`src/rtl/dcnt_pkg.sv`:
```
package dcnt_pkg;
  localparam int CNT_W    = 32;
  localparam int HALF_W   = 16;
  localparam int PRE_STEP = 4;              // log2 of the divider step (16)
  localparam int PRE_W    = 2 * PRE_STEP;   // enough for divide-by-256
  localparam int IDX_W    = 3;

  typedef enum logic [IDX_W-1:0] {
    REG_RELOAD = 3'd0,
    REG_COUNT  = 3'd1,
    REG_CTRL   = 3'd2,
    REG_ACK    = 3'd3,
    REG_RAW    = 3'd4,
    REG_MASKED = 3'd5,
    REG_DEFER  = 3'd6,
    REG_NONE   = 3'd7
  } regIdx_e;

  // strobes and configuration handed from control to datapath
  typedef struct packed {
    logic             restart;
    logic [CNT_W-1:0] restartVal;
    logic [CNT_W-1:0] reloadVal;
    logic             run;
    logic             oneShot;
    logic             periodic;
    logic             wide;
    logic [1:0]       prescale;
  } ctrlStrobe_t;
endpackage

```
`src/rtl/dcnt_datapath.sv`:
```
module dcnt_datapath
  import dcnt_pkg::*;
(
  input  logic             clk,
  input  logic             rstN,
  input  ctrlStrobe_t      strobe,
  output logic [CNT_W-1:0] count,
  output logic             expire
);
  localparam logic [PRE_W-1:0] LIM_ONE  = '0;
  localparam logic [PRE_W-1:0] LIM_MID  = PRE_W'((1 << PRE_STEP) - 1);
  localparam logic [PRE_W-1:0] LIM_HIGH = '1;

  logic [PRE_W-1:0] preCnt;
  logic [PRE_W-1:0] preLimit;
  logic             running;
  logic             tick;
  logic             atEnd;
  logic [CNT_W-1:0] wrapVal;
  logic [CNT_W-1:0] nextReload;

  always_comb begin
    unique case (strobe.prescale)
      2'd0:    preLimit = LIM_ONE;
      2'd1:    preLimit = LIM_MID;
      default: preLimit = LIM_HIGH;
    endcase
  end

  assign wrapVal    = strobe.wide ? '1 : CNT_W'({HALF_W{1'b1}});
  assign nextReload = strobe.periodic ? strobe.reloadVal : wrapVal;
  assign tick       = strobe.run && running && (preCnt >= preLimit);
  assign atEnd      = (count <= CNT_W'(1));
  assign expire     = tick && atEnd && !strobe.restart;

  always_ff @(posedge clk) begin
    if (!rstN) begin
      count   <= '0;
      preCnt  <= '0;
      running <= 1'b0;
    end else if (strobe.restart) begin
      count   <= strobe.restartVal;
      preCnt  <= '0;
      running <= 1'b1;
    end else if (strobe.run && running) begin
      if (tick) begin
        preCnt <= '0;
        if (atEnd) begin
          if (strobe.oneShot) begin
            count   <= '0;
            running <= 1'b0;
          end else begin
            count <= nextReload;
          end
        end else begin
          count <= count - CNT_W'(1);
        end
      end else begin
        preCnt <= preCnt + PRE_W'(1);
      end
    end
  end

  p_hold_when_off_r12: assert property (@(posedge clk) disable iff (!rstN)
    (!strobe.run && !strobe.restart) |=> $stable(count));
  p_restart_load_r4: assert property (@(posedge clk) disable iff (!rstN)
    strobe.restart |=> (count == $past(strobe.restartVal)));
  p_step_down_r7: assert property (@(posedge clk) disable iff (!rstN)
    (tick && !atEnd && !strobe.restart) |=> (count == $past(count) - CNT_W'(1)));
  p_oneshot_stop_r9: assert property (@(posedge clk) disable iff (!rstN)
    (expire && strobe.oneShot) |=> (count == '0 && !expire));
endmodule

```
`src/rtl/dcnt_ctrl.sv`:
```
module dcnt_ctrl
  import dcnt_pkg::*;
#(
  parameter int ADDR_W = 5
) (
  input  logic              clk,
  input  logic              rstN,
  input  logic              busValid,
  input  logic              busWrite,
  input  logic [ADDR_W-1:0] busAddr,
  input  logic [CNT_W-1:0]  busWdata,
  input  logic [CNT_W-1:0]  count,
  input  logic              expire,
  output ctrlStrobe_t       strobe,
  output logic [CNT_W-1:0]  busRdata,
  output logic              irqOut
);
  localparam int BYTE_W = 2;
  localparam logic [CNT_W-1:0] HALF_MASK = CNT_W'({HALF_W{1'b1}});

  logic [CNT_W-1:0] reloadReg;
  logic             cfgOneShot, cfgWide, cfgIrqEn, cfgPeriodic, cfgEn;
  logic [1:0]       cfgPrescale;
  logic             rawFlag, maskFlag;

  logic             aligned;
  regIdx_e          idx;
  logic             wrAcc, rdAcc;
  logic [7:0]       ctrlView;

  assign aligned = (busAddr[BYTE_W-1:0] == '0);
  assign idx     = regIdx_e'(busAddr[BYTE_W +: IDX_W]);
  assign wrAcc   = busValid && busWrite && aligned;
  assign rdAcc   = busValid && !busWrite && aligned;

  assign ctrlView = {cfgEn, cfgPeriodic, cfgIrqEn, 1'b0, cfgPrescale, cfgWide, cfgOneShot};

  // restart strobe and value
  always_comb begin
    strobe.restart    = 1'b0;
    strobe.restartVal = '0;
    if (wrAcc && idx == REG_RELOAD && cfgEn) begin
      strobe.restart    = 1'b1;
      strobe.restartVal = cfgWide ? busWdata : (busWdata & HALF_MASK);
    end else if (wrAcc && idx == REG_CTRL && !cfgEn && busWdata[7]) begin
      strobe.restart    = 1'b1;
      strobe.restartVal = busWdata[1] ? reloadReg : (reloadReg & HALF_MASK);
    end
    strobe.reloadVal = cfgWide ? reloadReg : (reloadReg & HALF_MASK);
    strobe.run       = cfgEn;
    strobe.oneShot   = cfgOneShot;
    strobe.periodic  = cfgPeriodic;
    strobe.wide      = cfgWide;
    strobe.prescale  = cfgPrescale;
  end

  always_ff @(posedge clk) begin
    if (!rstN) begin
      reloadReg   <= '1;
      cfgOneShot  <= 1'b0;
      cfgWide     <= 1'b0;
      cfgPrescale <= 2'd0;
      cfgIrqEn    <= 1'b1;
      cfgPeriodic <= 1'b0;
      cfgEn       <= 1'b0;
    end else if (wrAcc) begin
      unique case (idx)
        REG_RELOAD, REG_DEFER: reloadReg <= busWdata;
        REG_CTRL: begin
          cfgOneShot  <= busWdata[0];
          cfgWide     <= busWdata[1];
          cfgPrescale <= busWdata[3:2];
          cfgIrqEn    <= busWdata[5];
          cfgPeriodic <= busWdata[6];
          cfgEn       <= busWdata[7];
        end
        default: ;
      endcase
    end
  end

  // status flags: expiry has priority over the clear write
  always_ff @(posedge clk) begin
    if (!rstN) begin
      rawFlag  <= 1'b0;
      maskFlag <= 1'b0;
    end else begin
      if (wrAcc && idx == REG_ACK) begin
        rawFlag  <= 1'b0;
        maskFlag <= 1'b0;
      end
      if (expire) begin
        rawFlag <= 1'b1;
        if (cfgIrqEn) maskFlag <= 1'b1;
      end
    end
  end

  assign irqOut = maskFlag;

  always_comb begin
    busRdata = '0;
    if (rdAcc) begin
      unique case (idx)
        REG_RELOAD, REG_DEFER: busRdata = reloadReg;
        REG_COUNT:             busRdata = count;
        REG_CTRL:              busRdata = CNT_W'(ctrlView);
        REG_RAW:               busRdata = CNT_W'(rawFlag);
        REG_MASKED:            busRdata = CNT_W'(maskFlag);
        default:               busRdata = '0;
      endcase
    end
  end

  p_raw_on_expire_r8: assert property (@(posedge clk) disable iff (!rstN)
    expire |=> rawFlag);
  p_mask_needs_raw_r8: assert property (@(posedge clk) disable iff (!rstN)
    irqOut |-> rawFlag);
  p_mask_gated_r8: assert property (@(posedge clk) disable iff (!rstN)
    (!irqOut && !cfgIrqEn) |=> !irqOut);
  p_clear_r11: assert property (@(posedge clk) disable iff (!rstN)
    (wrAcc && idx == REG_ACK && !expire) |=> (!rawFlag && !irqOut));
endmodule

```
`src/rtl/dcnt_timer.sv`:
```
module dcnt_timer
  import dcnt_pkg::*;
#(
  parameter int ADDR_W = 5
) (
  input  logic              clk,
  input  logic              rstN,
  input  logic              busValid,
  input  logic              busWrite,
  input  logic [ADDR_W-1:0] busAddr,
  input  logic [31:0]       busWdata,
  output logic [31:0]       busRdata,
  output logic              irqOut
);
  ctrlStrobe_t      strobe;
  logic [CNT_W-1:0] count;
  logic             expire;

  dcnt_ctrl #(.ADDR_W(ADDR_W)) u_ctrl (
    .clk      (clk),
    .rstN     (rstN),
    .busValid (busValid),
    .busWrite (busWrite),
    .busAddr  (busAddr),
    .busWdata (busWdata),
    .count    (count),
    .expire   (expire),
    .strobe   (strobe),
    .busRdata (busRdata),
    .irqOut   (irqOut)
  );

  dcnt_datapath u_dp (
    .clk    (clk),
    .rstN   (rstN),
    .strobe (strobe),
    .count  (count),
    .expire (expire)
  );
endmodule

```
`config.mk`:
```
export PLATFORM = sky130hd
export DESIGN_NAME = dcnt_timer
export DESIGN_NICKNAME = d
export VERILOG_FILES = /design/src/rtl/dcnt_pkg.sv /design/src/rtl/dcnt_datapath.sv /design/src/rtl/dcnt_ctrl.sv /design/src/rtl/dcnt_timer.sv
export SDC_FILE = /design/constraint.sdc
export NUM_CORES = 1
export LEC_CHECK = 0
export BUFFER_PORTS_ARGS = -buffer_cell sky130_fd_sc_hd__buf_4
export CAP_MARGIN = 20
export CORE_UTILIZATION = 30
export CTS_BUF_LIST = sky130_fd_sc_hd__clkbuf_16
export CTS_CLUSTER_SIZE = 30
export DETAILED_ROUTE_END_ITERATION = 12
export MAX_ROUTING_LAYER = met4
export PLACE_DENSITY = 0.49
export SLEW_MARGIN = 40
export SYNTH_ARGS = -nofsm -noshare
export SYNTH_HDL_FRONTEND = slang
export SYNTH_HIERARCHICAL = 1
export SYNTH_SLANG_ARGS = --single-unit
```
`constraint.sdc`:
```
create_clock -name clk -period 5.2 [get_ports clk]
set_clock_uncertainty 0.2 [all_clocks]
set_input_delay 0.78 -clock clk [delete_from_list [all_inputs] [get_ports clk]]
set_output_delay 0.78 -clock clk [all_outputs]
set_load 0.1 [all_outputs]
```
* After elaboration in Yosys (flattened, before gate mapping)
Cells that the tools add are included.
Storage, ports and cells: input bits 41, flip-flop bits (word level) 82, output and inout bits 33, logic and storage cells 81
Cells by class: add/subtract/negate cells 2, equality and inequality tests 7, $lt $le $gt $ge 2, bitwise operators 1, reduce and logical (&&, ||, !) cells 31, multiplexer cells 26
Operators by type and width (number):
- two-way mux 32 bit | 11
- case mux 32 bit (5 select lines) | 1
- two-way mux 33 bit | 2
- <= comparator 32 x 1 -> 1 bit, second input constant | 1
- subtractor 32 x 1 -> 32 bit, second input constant | 1
- case mux 8 bit (2 select lines) | 1
- logical AND 1 bit | 14
- two-way mux 1 bit | 10
- nonzero test 2 bit | 5
- == test 3 bit, second input constant | 3
- adder 8 x 1 -> 8 bit, second input constant | 1
- greater-or-equal comparator 8 bit | 1
- two-way mux 8 bit | 1
- == test 3 x 2 -> 1 bit, second input constant | 2
- AND reduction 2 bit | 3
- logical NOT 2 bit | 2
- AND reduction 4 bit | 1
- OR reduction 2 bit | 2
- == test 3 x 1 -> 1 bit, second input constant | 1
- logical NOT 1 bit | 3
- logical NOT 3 bit | 1
- == test 2 x 1 -> 1 bit, second input constant | 1
- NOT 1 bit | 1

* Logic depth before layout (Yosys ltp)
Gate-level depths: netlist of run 1.
word-level depth 10, mapped depth 10, depth with buffers taken out 9

* Hierarchy
Netlist of run 1, hierarchy kept.
By module, submodules not included:
- dcnt_datapath | area each 3075.4 um^2, sequential area each 820.8 um^2, instances 1, cells each 423
- dcnt_ctrl | area each 2979.1 um^2, sequential area each 820.8 um^2, instances 1, cells each 390

* Least setup slack after synthesis of run 1
OpenSTA, ideal clock, no wires.
path type in2out, start input busAddr[2], end output busRdata[2], stages on the path 5, arrival time 3.047 ns, path slack 1.173 ns, data required time 4.220 ns, path buffers 2, cell sequence buf_2 nor3b_1 buf_2 a32oi_1 a21oi_1
Between the ends: longest elaborated chain between the ends 4, elaborated cells on any way between the ends 9, classes of those cells eq/ne: 5; mux: 2; reduce/logical: 2
RTL lines:
- start: declaration | RTL line dcnt_timer.sv:10 | input logic [ADDR_W-1:0] busAddr,
- == test 3 bit / logical NOT 3 bit (equally long branches) | RTL line dcnt_ctrl.sv:104 | unique case (idx)
- OR reduction 2 bit | RTL line dcnt_ctrl.sv:104
- case mux 32 bit (5 select lines) * | RTL line dcnt_ctrl.sv:104
- two-way mux 32 bit * | RTL line dcnt_ctrl.sv:103 | if (rdAcc) begin
- end: declaration | RTL line dcnt_timer.sv:12 | output logic [31:0] busRdata,
Mark *: on every way between the ends. The rest lies on a longest branch, timed or not.

* Worst setup path in the final report of run 1
start register u_dp.count[6], end register u_dp.count[15]
Between the ends: longest elaborated chain between the ends 5, elaborated cells on any way between the ends 6, classes of those cells add/sub: 1; order compare: 1; mux: 4
RTL lines:
- start: declaration | RTL line dcnt_datapath.sv:7 | output logic [CNT_W-1:0] count,
- start signal: assignment | RTL line dcnt_datapath.sv:42 | count <= strobe.restartVal;
- start signal: assignment | RTL line dcnt_datapath.sv:53 | count <= nextReload;
- start signal: assignment | RTL line dcnt_datapath.sv:56 | count <= count - CNT_W'(1);
- subtractor 32 x 1 -> 32 bit / <= comparator 32 x 1 -> 1 bit (equally long branches) | RTL line dcnt_datapath.sv:56, dcnt_datapath.sv:33
- two-way mux 32 bit * | RTL line dcnt_datapath.sv:48 | if (atEnd) begin
- two-way mux 32 bit * | RTL line dcnt_datapath.sv:46 | if (tick) begin
- two-way mux 32 bit * | RTL line dcnt_datapath.sv:45 | end else if (strobe.run && running) begin
- two-way mux 32 bit * | RTL line dcnt_datapath.sv:41 | end else if (strobe.restart) begin
Mark *: on every way between the ends. The rest lies on a longest branch, timed or not. The select of a mux whose other input is x is not followed. A chain may end at the register's enable or synchronous reset.

==> results of run 1 <==
-- final cells by class --
type / instances / area [sq um]
inverter: 43 / 161
tap: 265 / 332
fill: 2167 / 12700
multi-input combinational: 592 / 3810
timing repair buffer: 92 / 691
clock buffer: 9 / 225
sequential: 82 / 1640
clock inverter: 7 / 70.1
-- routing by layer --
metal / track usage (%) / share of wire (%)
met1: 32.4 / 49
met2: 32.6 / 44
met3: 2.85 / 5.8
met4: 6.27 / 1.3
met5: - / 0
-- tightest hold or removal path: stages (launching register included) --
cell and delay (ps):
dfxtp_1 330, nand2_1 60, o21ai_0 60
-- worst min-delay path by stage --
stage | start | endpoint | slack (ps) | depth (start not counted)
after floorplan | u_ctrl/rawFlag$_SDFFE_PN0P_ | u_ctrl/rawFlag$_SDFFE_PN0P_ | 240 | 2
after global placement | u_ctrl/rawFlag$_SDFFE_PN0P_ | u_ctrl/rawFlag$_SDFFE_PN0P_ | 270 | 2
after detailed placement | u_ctrl/rawFlag$_SDFFE_PN0P_ | u_ctrl/rawFlag$_SDFFE_PN0P_ | 270 | 2
after CTS | u_ctrl/rawFlag$_SDFFE_PN0P_ | u_ctrl/rawFlag$_SDFFE_PN0P_ | 290 | 2
after global routing | u_ctrl/rawFlag$_SDFFE_PN0P_ | u_ctrl/rawFlag$_SDFFE_PN0P_ | 310 | 2
final | u_ctrl/rawFlag$_SDFFE_PN0P_ | u_ctrl/rawFlag$_SDFFE_PN0P_ | 300 | 2
-- state kept, by name (all words and copies together) (netlist names) --
register and cells:
u_ctrl/irqOut 1, u_ctrl/cfgWide 1, u_ctrl/cfgOneShot 1, u_ctrl/cfgIrqEn 1, u_dp/running 1, u_ctrl/cfgPrescale 2
u_ctrl/cfgEn 1, u_ctrl/cfgPeriodic 1, u_dp/preCnt 8, u_ctrl/rawFlag 1, u_dp/count 32, u_ctrl/reloadReg 32
-- logic make-up (layout without fill, tap and decap cells) --
family | count (synthesis) | in the layout | synth area share (%)
adders and majority gates | 8 | 8 | 1.65
xor gates and xnor gates | 26 | 26 | 3.89
muxes | 11 | 11 | 1.84
and+or+nand+nor | 303 | 303 | 26.4
AOI/OAI and AO/OA | 244 | 244 | 28.6
buffers and inverters | 139 | 151 | 10.6
DFF | 82 | 82 | 27.1
-- power groups by stage --
stage / registers (mW) / logic (mW) / clock network [mW]
2_1_floorplan: 0.649 / 0.122 / 0
3_3_place_gp: 0.651 / 0.192 / 0
3_5_place_dp: 0.651 / 0.192 / 0
4_1_cts: 0.637 / 0.192 / 0.669
5_1_grt: 0.638 / 0.208 / 0.696
6_report: 0.637 / 0.193 / 0.658
-- cell usage in the layout, fill, tap and decap left out, drive strengths merged, types with 8 or more instances in the layout --
| cell type | instances |
|---|---|
| a21oi | 45 |
| a22o | 17 |
| a32o | 9 |
| dfxtp | 82 |
| nor4 | 16 |
| inv | 45 |
| ha | 8 |
| nand3 | 30 |
| xnor2 | 11 |
| or3 | 13 |
| xor2 | 15 |
| nand2 | 52 |
| o21ai | 45 |
| o22ai | 9 |
| o211ai | 38 |
| clkbuf | 9 |
| nor2 | 71 |
| and2 | 19 |
| a32oi | 33 |
| nand4 | 36 |
| nor3 | 29 |
| buf | 92 |
| mux2i | 10 |
-- through the flow --
step / hold WS, ps / cells
after floorplan: 235 / 813
after global placement: 274 / 1074
after detailed placement: 273 / 1074
after CTS: 290 / 1090
after global routing: 311 / 1090
final: 296 / 1090
==> run metrics, run 1 <==
RSZ-0062 raised after global routing false; first-pass GRT wire length ~35,000 um; Synth area leaders dfxtp_1 27%, a32oi_1 4.8%, o211ai_1 4.7%; core area 19,700 sq um; vias in the first global route 5,868; worst-path maximum fanout 18; Leak roughly 2.8 nW; Via density 5.79; average size of a mapped cell roughly 7.4 sq um; drt wl/cell 20.2 um; Rel. slew slack 46.2%; Seq cells post-synth 82; crit start category flip-flop; Die Span X 144 um; setup slack after layout 1700 ps; final instance area 6930 sq um; Ant. Diodes 0; synthesized area 6050 sq um; Req. time, crit path 5230 ps; Synth Flop Type dfxtp_1; critical path type reg -> reg; layout cell share with drive strength beyond 1 15.2%; IO Count 74; syn nets about 860; Crit. Startpoint u_dp/count[6]$_SDFFE_PN0P_; status finished, final reports clean; DIE AREA just over 20,000 sq um; Net Sw Frac 28.3%; buffers and inverters on the worst path 1; Max Slew Vio Count 0; Worst Tran Pin Value 808 ps; Clock Power Share 44.2%; initial antenna violation count 0; Util after Layout 35.3%; max cap viols 0; Final ANT Viol Nets 0; Initial DRT Pass Iterations 5; EDFF count, synth 0; worst r2r src u_dp/count[6]$_SDFFE_PN0P_; Yosys warnings 6; count of final hold-check violations 0; crit path capture type flip-flop; CTS sink count 82; latest clock arrival within the worst-skew pair 350 ps; internal power 1.07 mW; HPWL Detailed 14,800 um; clock-pin slew on the worst setup and hold paths 70 ps; Max VDD drop 0.158 mV; setup repair bufs after CTS 0; WP data arrival 3530 ps; Final Cycle Share 67.3%; total number of vias 6,312; CTS Root Cell clkbuf_16; CTS H-tree depth 3; area growth from synthesis to layout 14.5%; total grt overflow 0; Worst R2R Setup Slack 1700 ps; TritonCTS clock tree yes; Setup WS pre-CTS 1170 ps; asr flop ratio synth 0%; All-Layer GR Usage between 20 and 25%; final net count 869; delay-heaviest family, CP simple AND/OR/NAND/NOR gates; f_max 286 MHz; largest net degree at the start of global routing 74; sequential share of the synthesized area around 27%; starting density of the core 30.8%; hold_buf cts 0; Num CTS Buffers 9; NetSw 421 uW; Mapped Cells 813; post_cts resized 0; HP Class reg -> reg; Worst path depth 7; sequential share of power 42.8%; IO buf count 73; Placed Area 6620 sq um; DRT iter0 DRCs ~580; P per Cell Area 215 nW/um^2; count leader, synth dfxtp_1; DIE HEIGHT 144 um; Synth area leader dfxtp_1; Setup TNS 0 ps; Yosys cell types between 60 and 70; Residual DRC 0; worst-path cell chain or4_1, nor4_1, nand3_1, buf_4, nor2_1, a221oi_1, a2111oi_0; shortest period the worst path allows 3500 ps; CTS max path bufs 2; share of the synthesized area in the top cell type between 20% and 30%; RR Endpoint u_dp/count[15]$_SDFFE_PN0P_; DRT Wirelength 22,100 um; combinational share of power 13.0%; worst reg-to-reg path cell count 7; overall power between 1 and 1.5 mW; slowest stage cell, crit path or4_1; commonest cells in the synthesized netlist 82 x dfxtp_1, 70 x nor2_1, 56 x clkbuf_1; Final GP Congestion just under 0.9; CP Capture Point u_dp/count[15]$_SDFFE_PN0P_; Final setup viols 0; Row Count 51; Critical Path Max Stage Delay 630 ps
(Power assumes the default switching activity.)
==> run 2: changes to the inputs <==
- ABC_AREA: unset -> 1
- PLACE_DENSITY: 0.49 -> 0.5
- clock period: 5.2 -> 2.8 ns (I/O delays scaled with it)
==> run 2 against run 1 <==
  * Register-to-register slack got worse by 1400 ps
  * Synthesized cell count increased by 40%
  * Via count increased by 20%
  * Largest power group unchanged
  * Critical path type is now in -> out
==> run metrics, run 2 <==
worst-path maximum fanout 18 (unchanged); total grt overflow 0 (unchanged); All-Layer GR Usage 23.9% (+1.3 points); hold_buf cts 0 (unchanged); initial antenna violation count 0 (unchanged); count of final hold-check violations 0 (unchanged); CP Capture Point busRdata[5]; Max Slew Vio Count 0 (unchanged); Util after Layout 36.1% (+0.83 points); Num CTS Buffers 9 (unchanged); f_max slightly below 400 MHz; hold_sp busWdata[4]; count leader, synth nand2_1; IO Count 74 (unchanged); IO buf count 73 (unchanged); Initial DRT Pass Iterations 5 (unchanged); final instance area 7680 sq um (+11%); WP data arrival 1970 ps (-1560 ps); Placed Area 7400 sq um (+12%); overall power 2.80 mW (+88%); worst r2r src u_dp/count[0]$_SDFFE_PN0P_; Synth area leaders dfxtp_1 25%, nand2_1 19%, nand3_1 11%; starting density of the core 30.9% (+0.082 points); Cell Count, Final, Fillers Out 1,450 (+33%); EDFF count, synth 0 (unchanged); CTS sink count 82 (unchanged); crit path capture type primary output; Yosys cell types 36 (-47%); HP Class in -> reg; Ant. Diodes 0 (unchanged); post_cts resized 0 (unchanged); layout cell share with drive strength beyond 1 15.9% (+0.76 points); Final Cycle Share 92.5%; commonest cells in the synthesized netlist 334 x nand2_1, 151 x nor2_1, 140 x nand3_1; most common cell after layout, fill and taps aside nand2_1; CTS H-tree depth 3 (unchanged); status finished, final reports clean; DRT iter0 DRCs 869 (+49%); RR Endpoint u_dp/count[5]$_SDFFE_PN0P_; Final ANT Viol Nets 0 (unchanged); syn nets 1,184 (+37%); RSZ-0062 raised after global routing false; Req. time, crit path 2180 ps (-3050 ps); Synth Flop Type dfxtp_1; core area 21,300 sq um (+8.3%); DIE AREA 22,500 sq um (+8.5%); vias in the first global route 6,942 (+18%); Storage cell area 1640 sq um (unchanged); synthesized area 6580 sq um (+8.6%); Fillers 2,388 (+10%); TritonCTS clock tree yes; Row Count 53 (+3.9%); latest clock arrival within the worst-skew pair 350 ps (about the same); Crit. Startpoint busAddr[3]; critical path type in -> out; Seq cells post-synth 82 (unchanged); Max VDD drop 0.223 mV (+41%); Final setup viols 0 (unchanged); most frequent cells in the layout 334 x nand2_1, 140 x nand3_1, 130 x nor2_1; average size of a mapped cell 5.79 sq um (-22%); Worst Tran Pin Value 690 ps (-118 ps); Synth area leader dfxtp_1; setup slack after layout 209 ps (-1490 ps); Worst R2R Setup Slack 280 ps (-1420 ps); Placed Instances 1,435 (+34%); Residual DRC 0 (unchanged); first-pass GRT wire length 39,800 um (+14%); Yosys warnings 6 (unchanged); Setup WS pre-CTS 233 ps (-935 ps); Via density 5.24 (-9.6%); Final GP Congestion 0.912 (+5.1%); sequential share of the synthesized area 25.0% (-2.1 points); area growth from synthesis to layout 16.9%; shortest period the worst path allows roughly 2600 ps; drt wl/cell 17.7 um (-12%); largest net degree at the start of global routing 52 (-30%); clock-pin slew on the worst setup and hold paths 70 ps (about the same); crit start category primary input; HPWL Detailed 18,600 um (+26%); setup repair bufs after CTS 0 (unchanged); DIE HEIGHT 150 um (+4.2%); P per Cell Area 364 nW/um^2 (+69%); CTS max path bufs 2 (unchanged); asr flop ratio synth 0% (unchanged); Leak 4.00 nW (+42%); Setup TNS 0 ps (unchanged); DRT Wirelength 25,700 um (+16%); Hold Worst Slack 124 ps (-172 ps); Die Span X 150 um (+4.2%); Mapped Cells 1,135 (+40%); total number of vias 7,592 (+20%); top flop regs u_ctrl/reloadReg x32, u_dp/count x32, u_dp/preCnt x8; max cap viols 0 (unchanged); worst reg-to-reg path cell count 13 (+6); Rel. slew slack 54.0% (+7.8 points); final net count 1,220 (+40%); share of the synthesized area in the top cell type 25.0% (-2.1 points); Multi-input gate area 4180 sq um (+9.7%); CTS Root Cell clkbuf_16
## run 2: cell types whose count changed in the layout (fill, tap and decap cells not counted), moves of 19 or more
cell	delta
nor3_1	-25
a32oi_1	-33
o211ai_1	-38
nand4_1	+20
nor2_1	+60
a22oi_1	+19
nor2_2	+29
inv_1	+50
nand3_1	+110
and2_1	-19
nand2_1	+282
## run 2: critical path: stages
cell and delay [ps]:
buf_4 140, nor2_1 200, nand2_1 120, nand2_2 270
buf_4 280, nand2_1 70, a21oi_1 150, buf_4 310
## run 2: cells by family after synthesis
group / Yosys count / synth area share (%)
and+or+nand+nor: 723 / 48.3
buffers and inverters: 181 / 12.5
AOI/OAI and AO/OA: 127 / 10.8
DFF: 82 / 25.0
xor gates and xnor gates: 14 / 1.86
adders and majority gates: 8 / 1.52
## run 2: metal layers
metal	vias to the layer above	wire length, um	track usage, %
li1	3742	-	-
met1	3552	12300	33.9
met2	281	11300	35.6
met3	17	1680	2.68
met4	0	363	5.91
met5	-	0	-
## run 2: worst min path at each step
stage                                        end  slack [ps]  cells past startpoint
6_report        u_ctrl/reloadReg[4]$_SDFFE_PN1P_         120                      3
5_1_grt        u_ctrl/reloadReg[11]$_SDFFE_PN1P_         130                      3
4_1_cts        u_ctrl/reloadReg[11]$_SDFFE_PN1P_         110                      3
3_5_place_dp         u_ctrl/rawFlag$_SDFFE_PN0P_         260                      2
3_3_place_gp         u_ctrl/rawFlag$_SDFFE_PN0P_         270                      2
2_1_floorplan        u_ctrl/rawFlag$_SDFFE_PN0P_         240                      2
## run 2: layout make-up
type / count / share of cell area [%]
Clock inverter: 6 / 0.798
Sequential cell: 82 / 21.4
Clock buffer: 9 / 2.93
Tap cell: 275 / 4.48
Multi-Input combinational cell: 872 / 54.4
Inverter: 97 / 4.74
Timing Repair Buffer: 109 / 11.3
## run 2: power breakdown
part | internal, mW | leakage, nW | switching (mW)
Combinational | 0.130 | 3.20 | 0.284
Clock | 0.682 | 0.140 | 0.514
Sequential | 1.17 | 0.662 | 0.0116
Total | 1.99 | 4.00 | 0.810
